## src/rtl/boot_flow_pkg.sv

```systemverilog
package boot_flow_pkg;

  // command opcodes
  localparam logic [7:0] OP_FREQ = 8'h32;
  localparam logic [7:0] OP_BAUD = 8'h34;
  localparam logic [7:0] OP_OPEN = 8'h38;
  localparam logic [7:0] OP_READ = 8'h15;
  localparam logic [7:0] OP_ECHO = 8'h06;

  // status bytes
  localparam logic [7:0] ST_ACK    = 8'h06;
  localparam logic [7:0] ST_FLOW   = 8'hC3;
  localparam logic [7:0] ST_LOCKED = 8'hDC;
  localparam logic [7:0] ST_ADDR   = 8'hC5;
  localparam logic [7:0] ST_BADCMD = 8'hC1;

  typedef enum logic [2:0] {
    PH_FREQ, // waiting for frequency setup
    PH_BAUD, // waiting for baud setup
    PH_OPEN, // waiting for session open
    PH_IDLE, // session open, waiting for commands
    PH_ECHO, // read acknowledged, waiting for echo
    PH_WALK  // driving block requests
  } phase_e;

endpackage

```

## src/rtl/boot_flow_range_check.sv

```systemverilog
module boot_flow_range_check #(
  parameter int unsigned ADDR_W     = 22,
  parameter int unsigned SMALL_LOG2 = 13,
  parameter int unsigned LARGE_LOG2 = 15,
  parameter int unsigned SPLIT      = 32'h1_0000
) (
  input  logic [ADDR_W-1:0] range_start,
  input  logic [ADDR_W-1:0] range_end,
  output logic              range_ok
);

  localparam logic [ADDR_W-1:0] SPLIT_A = ADDR_W'(SPLIT);

  logic            start_large;
  logic            end_large;
  logic [ADDR_W:0] end_p1;
  logic            start_ok;
  logic            end_ok;

  always_comb begin
    start_large = (range_start >= SPLIT_A);
    end_large   = (range_end >= SPLIT_A);
    end_p1      = {1'b0, range_end} + (ADDR_W+1)'(1);
    start_ok    = start_large ? (range_start[LARGE_LOG2-1:0] == '0)
                              : (range_start[SMALL_LOG2-1:0] == '0);
    end_ok      = end_large ? (end_p1[LARGE_LOG2-1:0] == '0)
                            : (end_p1[SMALL_LOG2-1:0] == '0);
    range_ok    = start_ok && end_ok && (range_start <= range_end);
  end

endmodule

```

## src/rtl/boot_flow_block_walker.sv

```systemverilog
module boot_flow_block_walker #(
  parameter int unsigned ADDR_W     = 22,
  parameter int unsigned SMALL_LOG2 = 13,
  parameter int unsigned LARGE_LOG2 = 15,
  parameter int unsigned SPLIT      = 32'h1_0000
) (
  input  logic              clk,
  input  logic              rst_n,
  input  logic              load,
  input  logic [ADDR_W-1:0] ld_start,
  input  logic [ADDR_W-1:0] ld_end,
  input  logic              adv,
  output logic [ADDR_W-1:0] blk_addr,
  output logic              blk_large,
  output logic              blk_last
);

  localparam logic [ADDR_W-1:0] SPLIT_A    = ADDR_W'(SPLIT);
  localparam logic [ADDR_W:0]   STEP_SMALL = (ADDR_W+1)'(1) << SMALL_LOG2;
  localparam logic [ADDR_W:0]   STEP_LARGE = (ADDR_W+1)'(1) << LARGE_LOG2;

  logic [ADDR_W:0] cur_q, cur_d;
  logic [ADDR_W:0] lim_q, lim_d;
  logic [ADDR_W:0] cur_next;

  always_comb begin
    blk_addr  = cur_q[ADDR_W-1:0];
    blk_large = (cur_q[ADDR_W-1:0] >= SPLIT_A);
    cur_next  = cur_q + (blk_large ? STEP_LARGE : STEP_SMALL);
    blk_last  = (cur_next == lim_q);
  end

  always_comb begin
    cur_d = cur_q;
    lim_d = lim_q;
    if (load) begin
      cur_d = {1'b0, ld_start};
      lim_d = {1'b0, ld_end} + (ADDR_W+1)'(1);
    end else if (adv) begin
      cur_d = cur_next;
    end
  end

  always_ff @(posedge clk or negedge rst_n) begin
    if (!rst_n) begin
      cur_q <= '0;
      lim_q <= '0;
    end else if (load || adv) begin
      cur_q <= cur_d;
      lim_q <= lim_d;
    end
  end

endmodule

```

## src/rtl/boot_flow_seq.sv

```systemverilog
module boot_flow_seq
  import boot_flow_pkg::*;
#(
  parameter int unsigned ADDR_W     = 22,
  parameter int unsigned SMALL_LOG2 = 13,
  parameter int unsigned LARGE_LOG2 = 15,
  parameter int unsigned SPLIT      = 32'h1_0000
) (
  input  logic              clk,
  input  logic              rst_n,
  input  logic              prog_enable,
  input  logic              cmd_valid,
  output logic              cmd_ready,
  input  logic [7:0]        cmd_code,
  input  logic [ADDR_W-1:0] cmd_start,
  input  logic [ADDR_W-1:0] cmd_end,
  output logic              rsp_valid,
  output logic [7:0]        rsp_code,
  output logic              mem_req_valid,
  input  logic              mem_req_ready,
  output logic [ADDR_W-1:0] mem_req_addr,
  output logic              mem_req_large,
  output logic              mem_req_last
);

  // reset: asynchronous assertion, synchronous release
  logic [1:0] rst_sync_q;
  logic       rst_int_n;

  always_ff @(posedge clk or negedge rst_n) begin
    if (!rst_n) rst_sync_q <= 2'b00;
    else        rst_sync_q <= {rst_sync_q[0], 1'b1};
  end
  assign rst_int_n = rst_sync_q[1];

  phase_e     phase_q, phase_d;
  logic       rsp_valid_q, rsp_valid_d;
  logic [7:0] rsp_code_q, rsp_code_d;
  logic       accept;
  logic       range_ok;
  logic       walk_load;
  logic       walk_adv;
  logic       flow_err;

  boot_flow_range_check #(
    .ADDR_W(ADDR_W), .SMALL_LOG2(SMALL_LOG2),
    .LARGE_LOG2(LARGE_LOG2), .SPLIT(SPLIT)
  ) range_i (
    .range_start (cmd_start),
    .range_end   (cmd_end),
    .range_ok    (range_ok)
  );

  boot_flow_block_walker #(
    .ADDR_W(ADDR_W), .SMALL_LOG2(SMALL_LOG2),
    .LARGE_LOG2(LARGE_LOG2), .SPLIT(SPLIT)
  ) walker_i (
    .clk       (clk),
    .rst_n     (rst_int_n),
    .load      (walk_load),
    .ld_start  (cmd_start),
    .ld_end    (cmd_end),
    .adv       (walk_adv),
    .blk_addr  (mem_req_addr),
    .blk_large (mem_req_large),
    .blk_last  (mem_req_last)
  );

  assign cmd_ready     = (phase_q != PH_WALK);
  assign accept        = cmd_valid && cmd_ready;
  assign mem_req_valid = (phase_q == PH_WALK);
  assign walk_adv      = mem_req_valid && mem_req_ready;

  // next-state process
  always_comb begin
    phase_d     = phase_q;
    rsp_valid_d = 1'b0;
    rsp_code_d  = rsp_code_q;
    walk_load   = 1'b0;
    flow_err    = 1'b0;

    if (accept) begin
      rsp_valid_d = 1'b1;
      rsp_code_d  = ST_ACK;
      unique case (cmd_code)
        OP_FREQ: begin
          if (phase_q == PH_FREQ)                              phase_d = PH_BAUD;
          else if (phase_q != PH_BAUD && phase_q != PH_OPEN)   flow_err = 1'b1;
        end
        OP_BAUD: begin
          if (phase_q == PH_BAUD)      phase_d = PH_OPEN;
          else if (phase_q != PH_OPEN) flow_err = 1'b1;
        end
        OP_OPEN: begin
          if (phase_q != PH_OPEN)  flow_err = 1'b1;
          else if (prog_enable)    phase_d = PH_IDLE;
          else                     rsp_code_d = ST_LOCKED;
        end
        OP_READ: begin
          if (phase_q != PH_IDLE) begin
            flow_err = 1'b1;
          end else if (range_ok) begin
            phase_d   = PH_ECHO;
            walk_load = 1'b1;
          end else begin
            rsp_code_d = ST_ADDR;
          end
        end
        OP_ECHO: begin
          if (phase_q == PH_ECHO) begin
            rsp_valid_d = 1'b0;
            rsp_code_d  = rsp_code_q;
            phase_d     = PH_WALK;
          end else begin
            flow_err = 1'b1;
          end
        end
        default: rsp_code_d = ST_BADCMD;
      endcase

      if (flow_err) begin
        rsp_code_d = ST_FLOW;
        if (phase_q == PH_ECHO) phase_d = PH_IDLE;
      end
    end

    if (walk_adv && mem_req_last) phase_d = PH_IDLE;
  end

  // register process
  always_ff @(posedge clk or negedge rst_int_n) begin
    if (!rst_int_n) begin
      phase_q     <= PH_FREQ;
      rsp_valid_q <= 1'b0;
      rsp_code_q  <= ST_ACK;
    end else begin
      phase_q     <= phase_d;
      rsp_valid_q <= rsp_valid_d;
      if (accept) rsp_code_q <= rsp_code_d;
    end
  end

  assign rsp_valid = rsp_valid_q;
  assign rsp_code  = rsp_code_q;

endmodule

```

## config.mk

```make
export PLATFORM = sky130hd
export DESIGN_NAME = boot_flow_seq
export DESIGN_NICKNAME = d
export VERILOG_FILES = /design/src/rtl/boot_flow_pkg.sv /design/src/rtl/boot_flow_range_check.sv /design/src/rtl/boot_flow_block_walker.sv /design/src/rtl/boot_flow_seq.sv
export SDC_FILE = /design/constraint.sdc
export NUM_CORES = 1
export LEC_CHECK = 0
export ABC_CLOCK_PERIOD_IN_PS = 11400
export CAP_MARGIN = 10
export CORE_MARGIN = 2
export CORE_UTILIZATION = 57
export CTS_CLUSTER_DIAMETER = 80
export DETAILED_ROUTE_END_ITERATION = 10
export HOLD_SLACK_MARGIN = 0.08
export PLACE_DENSITY = 0.88
export SKIP_CTS_REPAIR_TIMING = 1
export SLEW_MARGIN = 40
export SYNTH_ARGS = -nofsm -noshare
export SYNTH_HDL_FRONTEND = slang
export SYNTH_SLANG_ARGS = --single-unit
```

## constraint.sdc

```tcl
create_clock -name clk -period 11.4 [get_ports clk]
set_clock_uncertainty 0.1 [all_clocks]
set_input_delay 3.42 -clock clk [delete_from_list [all_inputs] [get_ports clk]]
set_output_delay 3.42 -clock clk [all_outputs]
set_load 0.05 [all_outputs]
```

==> report_table.html <==
<table>
<tr><th>Metric</th><th>Value</th></tr>
<tr><th colspan="2">STA</th></tr>
<tr><td>Final setup violation count</td><td>0</td></tr>
<tr><td>Slew at the pin with the worst max-slew slack</td><td>0.688 ns</td></tr>
<tr><td>Sum of negative setup slack</td><td>0 ns</td></tr>
<tr><td>Pins Over Slew Limit</td><td>0</td></tr>
<tr><td>Highest Clock Rate</td><td>around 130 MHz</td></tr>
<tr><td>Fin crit share</td><td>about two thirds</td></tr>
<tr><td>Endpoints failing hold</td><td>0</td></tr>
<tr><td>Max-slew headroom at the worst pin</td><td>53.7%</td></tr>
<tr><td>Setup repair after global routing missed its margin</td><td>no</td></tr>
<tr><td>Min cycle time layout</td><td>7.54 ns</td></tr>
<tr><th colspan="2">Critical path</th></tr>
<tr><td>Worst setup path endpoint</td><td>mem_req_last</td></tr>
<tr><td>Beginning of the worst register-to-register path</td><td>walker_i.cur_q[17]</td></tr>
<tr><td>Slack of the worst reg-to-reg path</td><td>8.05 ns</td></tr>
<tr><td>Number of buffer and inverter instances along the worst setup path</td><td>3</td></tr>
<tr><td>Slowest cell delay on critical path</td><td>0.79 ns</td></tr>
<tr><td>Worst flop-to-flop path endpoint</td><td>phase_q[2]</td></tr>
<tr><td>Ordered list of cells on the worst path</td><td>nor2_1 -&gt; nand3_1 -&gt; inv_1 -&gt; ha_1 -&gt; ha_1 -&gt; a21oi_1 -&gt; nor4b_1 -&gt; nor4b_1 -&gt; a311oi_1 -&gt; or4b_4 -&gt; inv_1 -&gt; clkdlybuf4s50_1</td></tr>
<tr><td>Number of cells traversed by the worst register-to-register path</td><td>12</td></tr>
<tr><td>Critical Path RT</td><td>7.88 ns</td></tr>
<tr><td>CP top delay family</td><td>simple AND/OR/NAND/NOR gates</td></tr>
<tr><td>Data arrival time of the critical path</td><td>4.02 ns</td></tr>
<tr><td>CP Max Fanout</td><td>8</td></tr>
<tr><td>Worst setup path startpoint</td><td>walker_i.cur_q[17]</td></tr>
<tr><td>Stages on worst setup path</td><td>12</td></tr>
<tr><td>Startpoint type of the worst setup path</td><td>flip-flop</td></tr>
<tr><td>Critical Setup Path Class</td><td>reg2out</td></tr>
<tr><td>Endpoint type of the worst setup path</td><td>primary output</td></tr>
<tr><td>Max stage delay cell, worst path</td><td>sky130_fd_sc_hd__clkdlybuf4s50_1</td></tr>
<tr><th colspan="2">Drt</th></tr>
<tr><td>Routed len/inst</td><td>15.6 um</td></tr>
<tr><td>First drt pass iteration count</td><td>6</td></tr>
<tr><td>Number of remaining DRC errors</td><td>0</td></tr>
<tr><td>Number of vias after detailed routing</td><td>a little over 4000</td></tr>
<tr><td>Per-cell via count in the routed design</td><td>slightly below 6</td></tr>
<tr><td>Detailed Route Iter0 Violations</td><td>251</td></tr>
<tr><td>Routed wire length</td><td>10700 um</td></tr>
<tr><td>Antenna violation net count after detailed routing</td><td>0</td></tr>
<tr><th colspan="2">Synthesis</th></tr>
<tr><td>Post-Synthesis Net Count</td><td>606</td></tr>
<tr><td>Avg Inst Size Synth</td><td>8.54 um^2</td></tr>
<tr><td>Synthesized instance count</td><td>between 500 and 600</td></tr>
<tr><td>Count of state elements after synthesis</td><td>57</td></tr>
<tr><td>Synth unique cells</td><td>65</td></tr>
<tr><td>Number of enable flip-flop cells after synthesis</td><td>0</td></tr>
<tr><td>Area of the mapped netlist</td><td>4460 um^2</td></tr>
<tr><td>Sequential element share of the synthesized area</td><td>32.1%</td></tr>
<tr><td>Dominant synthesized flop cell</td><td>sky130_fd_sc_hd__dfrtp_1</td></tr>
<tr><td>Post-synthesis async set-or-reset flop share</td><td>100%</td></tr>
<tr><td>Number of warnings printed during yosys synthesis</td><td>0</td></tr>
<tr><th colspan="2">Clocking</th></tr>
<tr><td>Clock edge transition at the registers on the reported setup and hold paths</td><td>0.06 ns</td></tr>
<tr><td>Later-pin clock latency in the skew report</td><td>approximately 0.33 ns</td></tr>
<tr><td>CTS Buf Count</td><td>9</td></tr>
<tr><td>Number of clock sinks</td><td>57</td></tr>
<tr><td>Maximum clock path buffer count</td><td>2</td></tr>
<tr><td>H-tree level count</td><td>3</td></tr>
<tr><td>CTS tree</td><td>yes</td></tr>
<tr><td>Root buf cell</td><td>sky130_fd_sc_hd__clkbuf_8</td></tr>
<tr><th colspan="2">Power</th></tr>
<tr><td>Peak supply drop</td><td>0.0784 mV</td></tr>
<tr><td>Power per standard cell area</td><td>about 89 nW/um^2</td></tr>
<tr><td>Leakage power of the design</td><td>2.34 nW</td></tr>
<tr><th colspan="2">Floorplanning</th></tr>
<tr><td>Effective utilization at floorplan</td><td>58.3%</td></tr>
<tr><td>Number of placed I/O pins</td><td>92</td></tr>
<tr><td>Placeable core region</td><td>7650 um^2</td></tr>
<tr><td>Die area</td><td>8540 um^2</td></tr>
<tr><td>Cell row count</td><td>32</td></tr>
<tr><td>Chip width</td><td>a little over 90 um</td></tr>
<tr><td>Die height</td><td>about 92 um</td></tr>
<tr><th colspan="2">Layout</th></tr>
<tr><td>Commonest cells after routing, fill and taps aside</td><td>sky130_fd_sc_hd__clkdlybuf4s50_1 (90), sky130_fd_sc_hd__dfrtp_1 (54), sky130_fd_sc_hd__nand2_1 (40), sky130_fd_sc_hd__inv_1 (38), sky130_fd_sc_hd__xnor2_1 (37)</td></tr>
<tr><td># nets final</td><td>663</td></tr>
<tr><td>Most common cell after layout, fill and taps aside</td><td>sky130_fd_sc_hd__clkdlybuf4s50_1</td></tr>
<tr><td>Non-Filler Cell Area, Final</td><td>5410 um^2</td></tr>
<tr><td>Layout area overhead</td><td>21.5%</td></tr>
<tr><td>Total inserted antenna cells</td><td>0</td></tr>
<tr><td>Layout cells sized above 1</td><td>6.34%</td></tr>
<tr><td>Final std cells w/o fill</td><td>686</td></tr>
<tr><th colspan="2">Place</th></tr>
<tr><td>Count of buffers inserted at the top-level ports</td><td>90</td></tr>
<tr><td>Global placer's final weighted congestion</td><td>0.903</td></tr>
<tr><td>Count of placed standard cells including taps</td><td>between 600 and 700</td></tr>
<tr><td>HPWL reported at the end of detailed placement</td><td>about 8300 um</td></tr>
<tr><td>Placed Instance Area</td><td>5200 um^2</td></tr>
<tr><th colspan="2">Worst hold path</th></tr>
<tr><td>Worst hold-check path type</td><td>reg2reg</td></tr>
<tr><th colspan="2">Status</th></tr>
<tr><td>Run status</td><td>finished clean</td></tr>
<tr><th colspan="2">Run</th></tr>
<tr><td>Max-cap viol count</td><td>0</td></tr>
<tr><th colspan="2">Global routing</th></tr>
<tr><td>All-layer global routing usage</td><td>roughly 26%</td></tr>
<tr><td>Via count of the first global-routing pass</td><td>slightly below 4000</td></tr>
<tr><td>Initial antenna violation count</td><td>0</td></tr>
<tr><td>Largest net degree at the start of global routing</td><td>59</td></tr>
<tr><td>Final global-route overflow total</td><td>0</td></tr>
<tr><td>Wire length of the first global-routing pass</td><td>17800 um</td></tr>
</table>
stage by stage:
stage / worst slack [ns] / hold slack [ns] / util, % / total power, W
floorplan: 4.49 / 0.231 / - / 0.000252
global placement: 4.23 / 0.246 / 68.0 / 0.000287
detailed placement: 4.12 / 0.269 / 68.0 / 0.000290
CTS: 3.74 / 0.283 / 70.7 / 0.000483
global route: 3.66 / 0.297 / 70.8 / 0.000499
finish: 3.86 / 0.271 / 70.8 / 0.000482
state kept, by name (all words and copies together), names as in the netlist:
name	cells
walker_i.lim_q	23
walker_i.cur_q	23
rsp_code	5
phase_q	3
rsp_valid	1
rst_sync_q	2
layout make-up:
type | instances | area, um^2
Sequential cell | 57 | 1430
Inverter | 38 | 143
Tap cell | 102 | 128
Clock inverter | 2 | 35.0
Fill cell | 586 | 2230
Timing Repair Buffer | 92 | 916
Multi-Input combinational cell | 381 | 2590
Clock buffer | 14 | 173
cells by family after synthesis:
family | Yosys count | share of synthesized area [%]
AO/OA/AOI/OAI | 97 | 14.5
XOR/XNOR | 40 | 7.86
adder cells (fa/ha/maj) | 27 | 7.58
buffers and inverters | 84 | 10.3
flip-flops | 57 | 32.1
multiplexers | 3 | 0.927
other | 2 | 0.169
AND/OR/NAND/NOR | 212 | 26.6
synth_stat cells (all sizes together), types with 2 or more instances:
| cell | instances | area (um^2) |
|---|---|---|
| clkbuf | 11 | 41.3 |
| nor3b | 4 | 30.0 |
| buf | 35 | 277 |
| nand3b | 2 | 15.0 |
| o211ai | 8 | 65.1 |
| a311oi | 4 | 41.3 |
| and3 | 6 | 37.5 |
| o2111a | 2 | 23.8 |
| dfstp | 2 | 52.6 |
| nand4 | 13 | 81.3 |
| xnor2 | 37 | 324 |
| mux2 | 3 | 41.3 |
| or3 | 11 | 68.8 |
| a2111oi | 2 | 25.0 |
| o211a | 2 | 20.0 |
| nor3 | 16 | 80.1 |
| a21oi | 19 | 95.1 |
| and4 | 4 | 35.0 |
| or4b | 3 | 33.8 |
| xor2 | 3 | 26.3 |
| nand2 | 41 | 156 |
| a21o | 10 | 75.1 |
| o22ai | 3 | 18.8 |
| inv | 38 | 143 |
| nor2 | 26 | 97.6 |
| and2 | 27 | 169 |
| nor4 | 13 | 103 |
| nor4b | 3 | 26.3 |
| dfrtp | 55 | 1380 |
| o21ai | 32 | 160 |
| o2111ai | 2 | 17.5 |
| conb | 2 | 7.51 |
| nand2b | 8 | 50.1 |
| a31oi | 4 | 25.0 |
| nor2b | 4 | 25.0 |
| a31o | 2 | 17.5 |
| nand3 | 25 | 125 |
| ha | 27 | 338 |
how the worst min path moves through the flow:
stage	from	endpoint	slack [ns]	cells after the start
finish	rst_sync_q[0]	rst_sync_q[1]	0.27	0
detailed placement	rst_sync_q[0]	rst_sync_q[1]	0.27	0
CTS	rst_sync_q[0]	rst_sync_q[1]	0.28	0
floorplan	rst_sync_q[0]	rst_sync_q[1]	0.23	0
global placement	rst_sync_q[0]	rst_sync_q[1]	0.25	0
global route	rst_sync_q[0]	rst_sync_q[1]	0.30	0
layer usage:
layer / wire length [um] / up-vias / track usage (%)
li1: - / 1938 / -
met1: 4680 / 1934 / 33.5
met2: 5170 / 157 / 43.0
met3: 650 / 21 / 3.82
met4: 190 / 0 / 9.33
met5: 0 / - / 0
power breakdown:
part / leakage (nW) / internal (W) / total, W / switching (W)
Sequential: 0.767 / 0.000205 / 0.000208 / 0.00000393
Clock: 0.107 / 0.000119 / 0.000195 / 0.0000762
Combinational: 1.47 / 0.0000365 / 0.0000782 / 0.0000417
Total: 2.34 / 0.000360 / 0.000482 / 0.000122
No activity file was read; power rests on OpenSTA's default activity.
